===== src/rtl/vtg_pkg.sv =====
package vtg_pkg;

    // Per-pixel flag bundle registered together with the coordinates.
    typedef struct packed {
        logic hsync;
        logic vsync;
        logic de;
        logic fstart;
        logic fend;
        logic cursor;
        logic window;
    } vtg_flags_t;

    localparam int NUM_RECTS = 2;
    localparam int RECT_CURSOR = 0;
    localparam int RECT_WINDOW = 1;

endpackage


===== src/rtl/vtg_raster.sv =====
module vtg_raster #(
    parameter int H_TOTAL = 2200,
    parameter int V_TOTAL = 1125,
    parameter int XW      = $clog2(H_TOTAL),
    parameter int YW      = $clog2(V_TOTAL)
) (
    input  logic          clk,
    input  logic          rst_n,
    output logic [XW-1:0] hc,
    output logic [YW-1:0] vc,
    output logic          at_origin
);

    localparam logic [XW-1:0] H_LAST = XW'(H_TOTAL - 1);
    localparam logic [YW-1:0] V_LAST = YW'(V_TOTAL - 1);

    typedef struct packed {
        logic [XW-1:0] h;
        logic [YW-1:0] v;
    } cnt_t;

    cnt_t cnt_d, cnt_q;

    always_comb begin
        cnt_d = cnt_q;
        if (cnt_q.h == H_LAST) begin
            cnt_d.h = '0;
            cnt_d.v = (cnt_q.v == V_LAST) ? '0 : cnt_q.v + 1'b1;
        end else begin
            cnt_d.h = cnt_q.h + 1'b1;
        end
    end

    always_ff @(posedge clk) begin
        if (!rst_n) cnt_q <= '0;
        else        cnt_q <= cnt_d;
    end

    assign hc        = cnt_q.h;
    assign vc        = cnt_q.v;
    assign at_origin = (cnt_q.h == '0) && (cnt_q.v == '0);

    AST_H_STEP: assert property (@(posedge clk) disable iff (!rst_n)
        (hc != H_LAST) |=> (hc == $past(hc) + 1'b1) && (vc == $past(vc)));
    AST_FRAME_WRAP: assert property (@(posedge clk) disable iff (!rst_n)
        (hc == H_LAST && vc == V_LAST) |=> at_origin);

endmodule


===== src/rtl/vtg_rect.sv =====
module vtg_rect #(
    parameter int XW = 12,
    parameter int YW = 11
) (
    input  logic [XW-1:0] px,
    input  logic [YW-1:0] py,
    input  logic [XW-1:0] rx,
    input  logic [YW-1:0] ry,
    input  logic [XW-1:0] rw,
    input  logic [YW-1:0] rh,
    output logic          hit
);

    // One extra bit so that origin plus size never wraps.
    logic [XW:0] x_end;
    logic [YW:0] y_end;

    always_comb begin
        x_end = {1'b0, rx} + {1'b0, rw};
        y_end = {1'b0, ry} + {1'b0, rh};
        hit   = ({1'b0, px} >= {1'b0, rx}) && ({1'b0, px} < x_end) &&
                ({1'b0, py} >= {1'b0, ry}) && ({1'b0, py} < y_end);
    end

endmodule


===== src/rtl/vtg_top.sv =====
module vtg_top
    import vtg_pkg::*;
#(
    parameter int H_ACTIVE = 1920,
    parameter int H_FP     = 88,
    parameter int H_SYNC   = 44,
    parameter int H_BP     = 148,
    parameter int V_ACTIVE = 1080,
    parameter int V_FP     = 4,
    parameter int V_SYNC   = 5,
    parameter int V_BP     = 36,
    localparam int H_TOTAL = H_ACTIVE + H_FP + H_SYNC + H_BP,
    localparam int V_TOTAL = V_ACTIVE + V_FP + V_SYNC + V_BP,
    localparam int XW      = $clog2(H_TOTAL),
    localparam int YW      = $clog2(V_TOTAL)
) (
    input  logic          clk,
    input  logic          rst_n,
    input  logic [XW-1:0] cur_x,
    input  logic [YW-1:0] cur_y,
    input  logic [XW-1:0] cur_w,
    input  logic [YW-1:0] cur_h,
    input  logic [XW-1:0] win_x,
    input  logic [YW-1:0] win_y,
    input  logic [XW-1:0] win_w,
    input  logic [YW-1:0] win_h,
    output logic          hsync_o,
    output logic          vsync_o,
    output logic          de_o,
    output logic [XW-1:0] x_o,
    output logic [YW-1:0] y_o,
    output logic          frame_start_o,
    output logic          frame_end_o,
    output logic          cursor_o,
    output logic          window_o
);

    localparam logic [XW-1:0] HA      = XW'(H_ACTIVE);
    localparam logic [XW-1:0] HS_ON   = XW'(H_ACTIVE + H_FP);
    localparam logic [XW-1:0] HS_OFF  = XW'(H_ACTIVE + H_FP + H_SYNC);
    localparam logic [XW-1:0] HA_LAST = XW'(H_ACTIVE - 1);
    localparam logic [YW-1:0] VA      = YW'(V_ACTIVE);
    localparam logic [YW-1:0] VS_ON   = YW'(V_ACTIVE + V_FP);
    localparam logic [YW-1:0] VS_OFF  = YW'(V_ACTIVE + V_FP + V_SYNC);
    localparam logic [YW-1:0] VA_LAST = YW'(V_ACTIVE - 1);

    typedef struct packed {
        logic [XW-1:0] x;
        logic [YW-1:0] y;
        logic [XW-1:0] w;
        logic [YW-1:0] h;
    } rect_t;

    typedef struct packed {
        rect_t [NUM_RECTS-1:0] shadow;
        vtg_flags_t            flags;
        logic [XW-1:0]         x;
        logic [YW-1:0]         y;
    } state_t;

    state_t st_d, st_q;

    logic [XW-1:0] hc;
    logic [YW-1:0] vc;
    logic          at_origin;

    vtg_raster #(
        .H_TOTAL (H_TOTAL),
        .V_TOTAL (V_TOTAL),
        .XW      (XW),
        .YW      (YW)
    ) u_raster (
        .clk       (clk),
        .rst_n     (rst_n),
        .hc        (hc),
        .vc        (vc),
        .at_origin (at_origin)
    );

    rect_t [NUM_RECTS-1:0] rect_in;
    rect_t [NUM_RECTS-1:0] rect_eff;
    logic  [NUM_RECTS-1:0] rect_hit;

    assign rect_in[RECT_CURSOR] = '{x: cur_x, y: cur_y, w: cur_w, h: cur_h};
    assign rect_in[RECT_WINDOW] = '{x: win_x, y: win_y, w: win_w, h: win_h};

    // New rectangles are taken only on the first pixel of a frame.
    for (genvar i = 0; i < NUM_RECTS; i++) begin : g_rect
        assign rect_eff[i] = at_origin ? rect_in[i] : st_q.shadow[i];

        vtg_rect #(
            .XW (XW),
            .YW (YW)
        ) u_rect (
            .px  (hc),
            .py  (vc),
            .rx  (rect_eff[i].x),
            .ry  (rect_eff[i].y),
            .rw  (rect_eff[i].w),
            .rh  (rect_eff[i].h),
            .hit (rect_hit[i])
        );
    end

    always_comb begin
        logic vis;
        st_d        = st_q;
        st_d.shadow = rect_eff;
        st_d.x      = hc;
        st_d.y      = vc;
        vis         = (hc < HA) && (vc < VA);

        st_d.flags.de     = vis;
        st_d.flags.hsync  = (hc >= HS_ON) && (hc < HS_OFF);
        st_d.flags.vsync  = (vc >= VS_ON) && (vc < VS_OFF);
        st_d.flags.fstart = at_origin;
        st_d.flags.fend   = (hc == HA_LAST) && (vc == VA_LAST);
        st_d.flags.cursor = vis && rect_hit[RECT_CURSOR];
        st_d.flags.window = vis && rect_hit[RECT_WINDOW];
    end

    always_ff @(posedge clk) begin
        if (!rst_n) st_q <= '0;
        else        st_q <= st_d;
    end

    assign hsync_o       = st_q.flags.hsync;
    assign vsync_o       = st_q.flags.vsync;
    assign de_o          = st_q.flags.de;
    assign x_o           = st_q.x;
    assign y_o           = st_q.y;
    assign frame_start_o = st_q.flags.fstart;
    assign frame_end_o   = st_q.flags.fend;
    assign cursor_o      = st_q.flags.cursor;
    assign window_o      = st_q.flags.window;

    AST_VSYNC_EDGE: assert property (@(posedge clk) disable iff (!rst_n)
        $rose(vsync_o) |-> (x_o == '0) && (y_o == VS_ON));
    AST_FSTART_PULSE: assert property (@(posedge clk) disable iff (!rst_n)
        frame_start_o |=> !frame_start_o);
    AST_FEND_BLANK: assert property (@(posedge clk) disable iff (!rst_n)
        frame_end_o |=> !de_o && !frame_end_o);
    AST_CURSOR_VISIBLE: assert property (@(posedge clk) disable iff (!rst_n)
        cursor_o |-> de_o);
    AST_WINDOW_VISIBLE: assert property (@(posedge clk) disable iff (!rst_n)
        window_o |-> de_o);
    AST_RECT_HOLD: assert property (@(posedge clk) disable iff (!rst_n)
        !at_origin |=> $stable(st_q.shadow));

endmodule


===== config.mk =====
export PLATFORM = sky130hd
export DESIGN_NAME = vtg_top
export DESIGN_NICKNAME = d
export VERILOG_FILES = /design/src/rtl/vtg_pkg.sv /design/src/rtl/vtg_raster.sv /design/src/rtl/vtg_rect.sv /design/src/rtl/vtg_top.sv
export SDC_FILE = /design/constraint.sdc
export NUM_CORES = 1
export LEC_CHECK = 0
export BUFFER_PORTS_ARGS = -buffer_cell sky130_fd_sc_hd__clkbuf_2
export CAP_MARGIN = 20
export CORE_ASPECT_RATIO = 0.8
export CORE_MARGIN = 3
export CORE_UTILIZATION = 35
export CTS_CLUSTER_SIZE = 40
export DETAILED_ROUTE_END_ITERATION = 16
export MAX_ROUTING_LAYER = met4
export PLACE_DENSITY = 0.63
export SYNTH_ARGS = -nofsm -noshare
export SYNTH_HDL_FRONTEND = slang
export SYNTH_SLANG_ARGS = --single-unit
export TNS_END_PERCENT = 20

===== constraint.sdc =====
create_clock -name clk -period 6 [get_ports clk]
set_input_delay 1.2 -clock clk [delete_from_list [all_inputs] [get_ports clk]]
set_output_delay 1.2 -clock clk [all_outputs]
set_load 0.005 [all_outputs]

## Word-level counts from Yosys, hierarchy flattened

Index checks and enable logic that the tools add are counted.

- Register bits: 145
- Latch bits: 0
- Memory bits (writable): 0
- Memory bits (read-only): 0
- Bits of input ports: 94
- Output and inout bits: 30
- Logic and storage cells: 63
- Memories kept: 0

- Add/sub/neg operators: 6
- Multipliers: 0
- Div/mod/pow operators: 0
- Magnitude comparators: 14
- Equality and inequality tests: 4
- Shifts and indexed selects: 0
- Muxes and demuxes: 3
- Bitwise gates (word level): 1
- Reductions and logical operators: 16

Operators with widths:

| cell | number |
|---|---|
| 46-bit two-way mux | 2 |
| 12-bit by 12-bit adder with 13-bit output | 2 |
| 12-bit by 13-bit < comparator with 1-bit output | 2 |
| 11-bit by 11-bit adder with 12-bit output | 2 |
| 12-bit >= comparator | 2 |
| 11-bit by 12-bit < comparator with 1-bit output | 2 |
| 11-bit == test (second input constant) | 2 |
| 11-bit >= comparator | 2 |
| 11-bit < comparator (second input constant) | 2 |
| 1-bit logical AND | 13 |
| 12-bit by 1-bit adder with 12-bit output (second input constant) | 1 |
| 12-bit by 11-bit == test with 1-bit output (second input constant) | 1 |
| 12-bit == test (second input constant) | 1 |
| 12-bit by 11-bit >= comparator with 1-bit output (second input constant) | 1 |
| 12-bit logical NOT | 1 |
| 12-bit by 11-bit < comparator with 1-bit output (second input constant) | 1 |
| 12-bit < comparator (second input constant) | 1 |
| 11-bit by 1-bit adder with 11-bit output (second input constant) | 1 |
| 11-bit >= comparator (second input constant) | 1 |
| 11-bit logical NOT | 1 |
| 11-bit two-way mux | 1 |
| 2-bit OR reduction | 1 |
| 1-bit inverter | 1 |

## Logic depth before layout (Yosys ltp)

- Word-level depth: 9
- Mapped depth: 26
- Gate-level depth less buffers: 24

## By module

From an unflattened synthesis, not the netlist that was laid out.

- Cell total of the unflattened synthesis: 1058
- Area total of the unflattened synthesis: 9759.4 um^2

Modules (own cells, without submodules):

| module | times used | cells each | area an instance (um^2) | seq. area each (um^2) |
|---|---|---|---|---|
| vtg_top | 1 | 409 | 4673.2 | 2442.3 |
| vtg_rect (g_rect[0].u_rect) | 1 | 264 | 2014.4 | 0.0 |
| vtg_rect (g_rect[1].u_rect) | 1 | 253 | 1928.1 | 0.0 |
| vtg_raster | 1 | 132 | 1143.6 | 460.4 |

## Least setup slack after synthesis

OpenSTA, ideal clock, no wires.

- Path type: register to register
- Start point: register u_raster.cnt_q, in the netlist u_raster.hc[8]
- End point: register st_q, in the netlist cursor_o
- Setup time: 0.129 ns
- Data arrival time: 5.166 ns
- Required time: 5.871 ns
- Setup slack: 0.705 ns
- Cell stages (with the launch flop): 23
- Path buffers: 3
- Period minus slack after synthesis: 5.295 ns
- Cell sequence: dfxtp_1 > or4_4 > or3b_1 > buf_6 > nor2_4 > buf_2 > buf_2 > mux2_2 > ha_1 > fa_1 > nand2_1 > nand2_1 > a21oi_1 > o21bai_1 > a311oi_2 > a21o_1 > a21oi_1 > xor2_1 > ha_1 > nand3_1 > or4b_2 > a31oi_1 > a211oi_1

- Longest elaborated chain between the ends: 9
- Elaborated cells between the ends (all ways): 15
- Those cells by class: add/sub: 2; order compare: 5; mux: 1; reduce/logical: 7

Ends and longest elaborated chain:

| item | line | text |
|---|---|---|
| start: declaration | vtg_raster.sv:22 | `cnt_t cnt_d, cnt_q;` |
| start signal: assignment | vtg_raster.sv:36 | `else cnt_q <= cnt_d;` |
| 12-bit logical NOT | vtg_raster.sv:41 | `assign at_origin = (cnt_q.h == '0) && (cnt_q.v == '0);` |
| 1-bit logical AND | vtg_raster.sv:41 |  |
| 46-bit two-way mux | vtg_top.sv:89 | `assign rect_eff[i] = at_origin ? rect_in[i] : st_q.shadow[i];` |
| net g_rect[0].u_rect.rw[0] | vtg_rect.sv:9 | `input logic [XW-1:0] rw,` |
| 12-bit by 12-bit adder with 13-bit output | vtg_rect.sv:19 | `x_end = {1'b0, rx} + {1'b0, rw};` |
| 12-bit by 13-bit < comparator with 1-bit output | vtg_rect.sv:21 | `hit = ({1'b0, px} >= {1'b0, rx}) && ({1'b0, px} < x_end) &&` |
| 1-bit logical AND (2 in series) | vtg_rect.sv:21 |  |
| 1-bit logical AND | vtg_rect.sv:22 | `({1'b0, py} >= {1'b0, ry}) && ({1'b0, py} < y_end);` |
| 1-bit logical AND | vtg_top.sv:118 | `st_d.flags.cursor = vis && rect_hit[RECT_CURSOR];` |
| end signal: assignment | vtg_top.sv:124 | `else st_q <= st_d;` |
| end: declaration | vtg_top.sv:61 | `state_t st_d, st_q;` |

The timed path passes the listed nets, and every way through them passes these cells.
A chain may end at the register's enable or synchronous reset.

## Worst setup path after layout

- Start point: register u_raster.cnt_q, in the netlist u_raster.hc[8]
- End point: register st_q, in the netlist window_o

- Longest elaborated chain between the ends: 9
- Elaborated cells between the ends (all ways): 15
- Those cells by class: add/sub: 2; order compare: 5; mux: 1; reduce/logical: 7

Ends and longest elaborated chain:

| item | line | text |
|---|---|---|
| 12-bit logical NOT (*) | vtg_raster.sv:41 |  |
| 1-bit logical AND (*) | vtg_raster.sv:41 |  |
| 46-bit two-way mux (*) | vtg_top.sv:89 |  |
| net g_rect[1].u_rect.rx[2] | vtg_rect.sv:7 | `input logic [XW-1:0] rx,` |
| 12-bit by 12-bit adder with 13-bit output | vtg_rect.sv:19 |  |
| 12-bit by 13-bit < comparator with 1-bit output | vtg_rect.sv:21 |  |
| 1-bit logical AND (*) (2 in series) | vtg_rect.sv:21 |  |
| 1-bit logical AND (*) | vtg_rect.sv:22 |  |
| 1-bit logical AND (*) | vtg_top.sv:119 | `st_d.flags.window = vis && rect_hit[RECT_WINDOW];` |

Mark *: on every way through the listed nets, which the timed path passes. The rest lies on a longest branch.

==> implementation parameters <==
Parameter                              Value

Run status
  Result of the run ... finished, final reports clean

Timing
  Setup repair after global routing missed its margin ... no
  Number of slew-limit violations in the final report ... 0
  Post-route setup TNS ... 0 ns
  Final count of hold timing violations ... 0
  Final worst-path setup slack ... 0.474 ns
  Final min period ... 5.53 ns
  Portion of the clock cycle consumed by the worst path in the final layout ... 92.1%
  Count of endpoints failing setup in the final report ... 0
  Achievable Freq ... 181 MHz
  Largest clock skew in the final design ... 0.00762 ns
  Rel. slew slack ... 43.9%
  Slew at the pin with the worst max-slew slack ... 0.842 ns

Yosys
  Post-synth cell types ... 65
  Most numerous cell in the Yosys netlist ... dfxtp_1
  Cell type contributing the most total cell area after synthesis ... dfxtp_1
  Area share of the largest cell type after synthesis ... 30.2%
  Cell types occupying the most area after synthesis ... dfxtp_1 (30%), ha_1 (17%), mux2_2 (5.7%)
  Synth warnings ... 0
  Post-synthesis instance area ... 9600 sq um
  Commonest cells post-synth ... dfxtp_1 (145), ha_1 (134), and2_1 (75)
  Number of flip-flops and latches in the synthesized netlist ... 145
  Share of async-settable or async-resettable flops after synthesis ... 0%
  Register area share after synthesis ... 30.2%
  Synth Flop Type ... dfxtp_1
  Synthesized area divided by synthesized cell count ... 9.21 sq um
  Post-synth EDFFs ... 0
  Synth Net Count ... 1274
  Synth Instances ... 1043

Power
  Static Leakage ... 0.00564 uW
  Net switching share of the total power ... 31.9%
  Sequential cell fraction of total power ... 32.3%
  Clock share of power ... 33.5%
  Net switching component of the power ... 1040 uW
  Total power per unit cell area ... 291 nW/um^2
  Peak VDD IR ... 0.176 mV
  Overall power after layout ... 3260 uW
  Internal Power ... 2220 uW
  Combinational group share of total power ... 34.3%

Place
  Placed standard-cell area ... 10600 sq um
  Quantity of I/O buffers inserted on ports ... 123
  Weighted congestion reported at the end of routability-driven placement ... 0.877
  Dpl ws ... 0.507 ns
  Post-detail-place hpwl ... 19000 microns

Final layout
  Number of filler instances in the final layout ... 2683
  Post-layout nets ... 1390
  Proportion of layout cells with a drive suffix above 1 ... 20.8%
  Seq. cell area ... 2900 sq um
  Final instance area ... 11200 sq um
  Area of the multi-input gates ... 6130 sq um
  Area growth from synthesis to layout ... 16.5%
  Number of inserted diodes ... 0

Hold path
  WHS Path Cells ... 1
  Hold Path Class ... reg -> reg
  Endpoint, Worst Hold ... u_raster.hc[0]$_SDFF_PP0_
  Launch point of the worst hold path ... u_raster.hc[0]$_SDFF_PP0_

Route
  Post-route DRC violation count ... 0
  DR WL/cell ... 16.0 microns
  Routed WL ... 24400 microns
  First drt pass iteration count ... 5
  Iteration-0 DRC count of the detailed router ... 570
  Per-cell via count in the routed design ... 5.00
  Routed via count ... 7634
  Number of nets with antenna violations after routing ... 0

Clocking
  Clock buffers created by TritonCTS ... 17
  Clock tree from TritonCTS ... yes
  Clock insertion delay at the later pin of the skew report ... 0.43 ns
  Clock net sink count ... 145
  Maximum buffer depth of the clock tree ... 2
  Number of levels the H-tree was split into ... 4
  Clock-pin slew on the worst setup and hold paths ... 0.06 ns
  Hold buffer count at cts ... 0
  Root buffer cell ... clkbuf_16

Global routing
  GRT Max-Usage Layer ... met1
  Overall overflow remaining after global route ... 0
  GR met3 Demand/Resource ... 3.49%
  Number of global-route vias before repair ... 7355
  Initial antenna violation count ... 0
  Global routing usage on met2 ... 23.5%
  Global-route total usage across every layer ... 17.2%
  Pin count of the biggest net entering global routing ... 103
  Wire length of the first global-routing pass ... 39100 microns
  Routing usage on met1 ... 25.7%

Die
  Die area ... 29500 sq um
  Count of boundary I/O pins ... 124
  CORE AREA ... 26700 sq um
  Floorplan row count ... 53
  Chip Height ... 154 microns
  Initial core utilization ... 36.0%
  Die width ... 191 microns

Worst setup path
  Terminus of the critical flop-to-flop path ... window_o$_SDFF_PN0_
  Number of cells on the worst reg-to-reg path ... 21
  Worst Setup Start Kind ... register
  Kind of critical path ... reg -> reg
  Worst Path Required ... 6.32 ns
  Worst EP arrival ... 5.85 ns
  Peak fanout along the critical path ... 49
  FF-to-FF setup slack ... 0.47 ns
  Capturing element type of the critical path ... register
  Worst R2R Start ... u_raster.hc[8]$_SDFF_PP0_

Flow run
  Count of max-cap constraint violations ... 0
[layout by cell type (no fill, tap or decap), types with 4 or more instances in the layout]
cell type,instances
a211oi_1,4
a21o_1,31
a21oi_1,54
a31oi_1,4
and2_1,75
and3_1,11
buf_4,29
clkbuf_16,17
clkbuf_2,123
dfxtp_1,145
ha_1,134
inv_1,68
mux2_2,49
mux2i_1,42
nand2_1,47
nand2b_1,14
nand3_1,25
nand4_1,8
nor2_1,38
nor2b_1,42
nor3_1,16
nor4_1,9
o21a_1,8
o21ai_0,26
o21bai_1,10
o31ai_1,6
or3_1,5
xnor2_1,19
xor2_1,43
[cells by family (layout without fill, tap and decap cells)]
logic type	count (synthesis)	count (layout)	share of synthesized area, %
fa+ha+maj	139	139	18.3
buf+inv	125	253	6.01
mux	91	91	10.1
compound gates	176	176	12.1
xor+xnor	62	62	5.65
simple gates	305	305	17.6
flops	145	145	30.2
[worst max-delay path, stage by stage (launching register included)]
cell	delay (ns)
dfxtp_1	0.32
or4_4	0.56
or3b_1	0.43
nor2_4	0.25
buf_12	0.31
mux2i_1	0.38
inv_1	0.09
ha_1	0.35
o21ai_0	0.10
a211oi_1	0.31
o32ai_2	0.19
o311ai_1	0.43
a31o_2	0.21
a21oi_1	0.08
xor2_1	0.15
ha_1	0.30
a22oi_1	0.09
nand2_1	0.08
nor2_1	0.05
a2111oi_1	0.35
nand3_1	0.11
and4b_1	0.21
[metal layers]
layer,vias to the layer above,wire length (microns)
met1,3524,12900
li1,3866,-
met2,226,9830
met5,-,0
met4,0,225
met3,18,1480
[stage by stage]
stage	hold WS (ns)	util (%)	cells
after floorplan	0.451	-	1043
after global placement	0.465	39.7	1496
after detailed placement	0.481	39.7	1497
after CTS	0.496	42.0	1528
after global routing	0.553	42.0	1528
final	0.494	42.0	1528
[registers in the layout, summed over array words and instances, names as in the netlist, named ones only]
signal         cells
window_o           1
x_o               12
frame_end_o        1
de_o               1
u_raster.vc       11
frame_start_o      1
y_o               11
hsync_o            1
vsync_o            1
u_raster.hc       12
cursor_o           1
st_q              91
[what timing repair did]
item,4_1_cts,5_1_grt
setup endpoints to repair,0,2
gates resized for setup,0,2
buffers inserted,0,0
[how the worst max path moves through the flow]
stage | from | to | cells past startpoint
after floorplan | u_raster.hc[8]$_SDFF_PP0_ | cursor_o$_SDFF_PN0_ | 22
after global placement | u_raster.hc[8]$_SDFF_PP0_ | cursor_o$_SDFF_PN0_ | 21
after detailed placement | u_raster.hc[8]$_SDFF_PP0_ | window_o$_SDFF_PN0_ | 21
after CTS | u_raster.hc[8]$_SDFF_PP0_ | window_o$_SDFF_PN0_ | 21
after global routing | u_raster.vc[0]$_SDFFE_PN0P_ | window_o$_SDFF_PN0_ | 23
final | u_raster.hc[8]$_SDFF_PP0_ | window_o$_SDFF_PN0_ | 21
[power by group through the flow]
stage / clock network, uW / registers, uW / logic (uW)
5_1_grt: 1150 / 1060 / 1270
4_1_cts: 1110 / 1050 / 1120
6_report: 1090 / 1050 / 1120
2_1_floorplan: 0 / 1070 / 855
3_5_place_dp: 0 / 1070 / 1110
3_3_place_gp: 0 / 1070 / 1080
[layout make-up]
class                   count  area share [%]
clock buffers              22            4.15
clock inverters             9            1.17
inverters                  68            2.28
multi-input cells         773            54.8
flip-flops and latches    145            25.9
well taps                 357            3.99
repair buffers            154            7.67
Note: power is estimated with default switching activity, not from simulation.
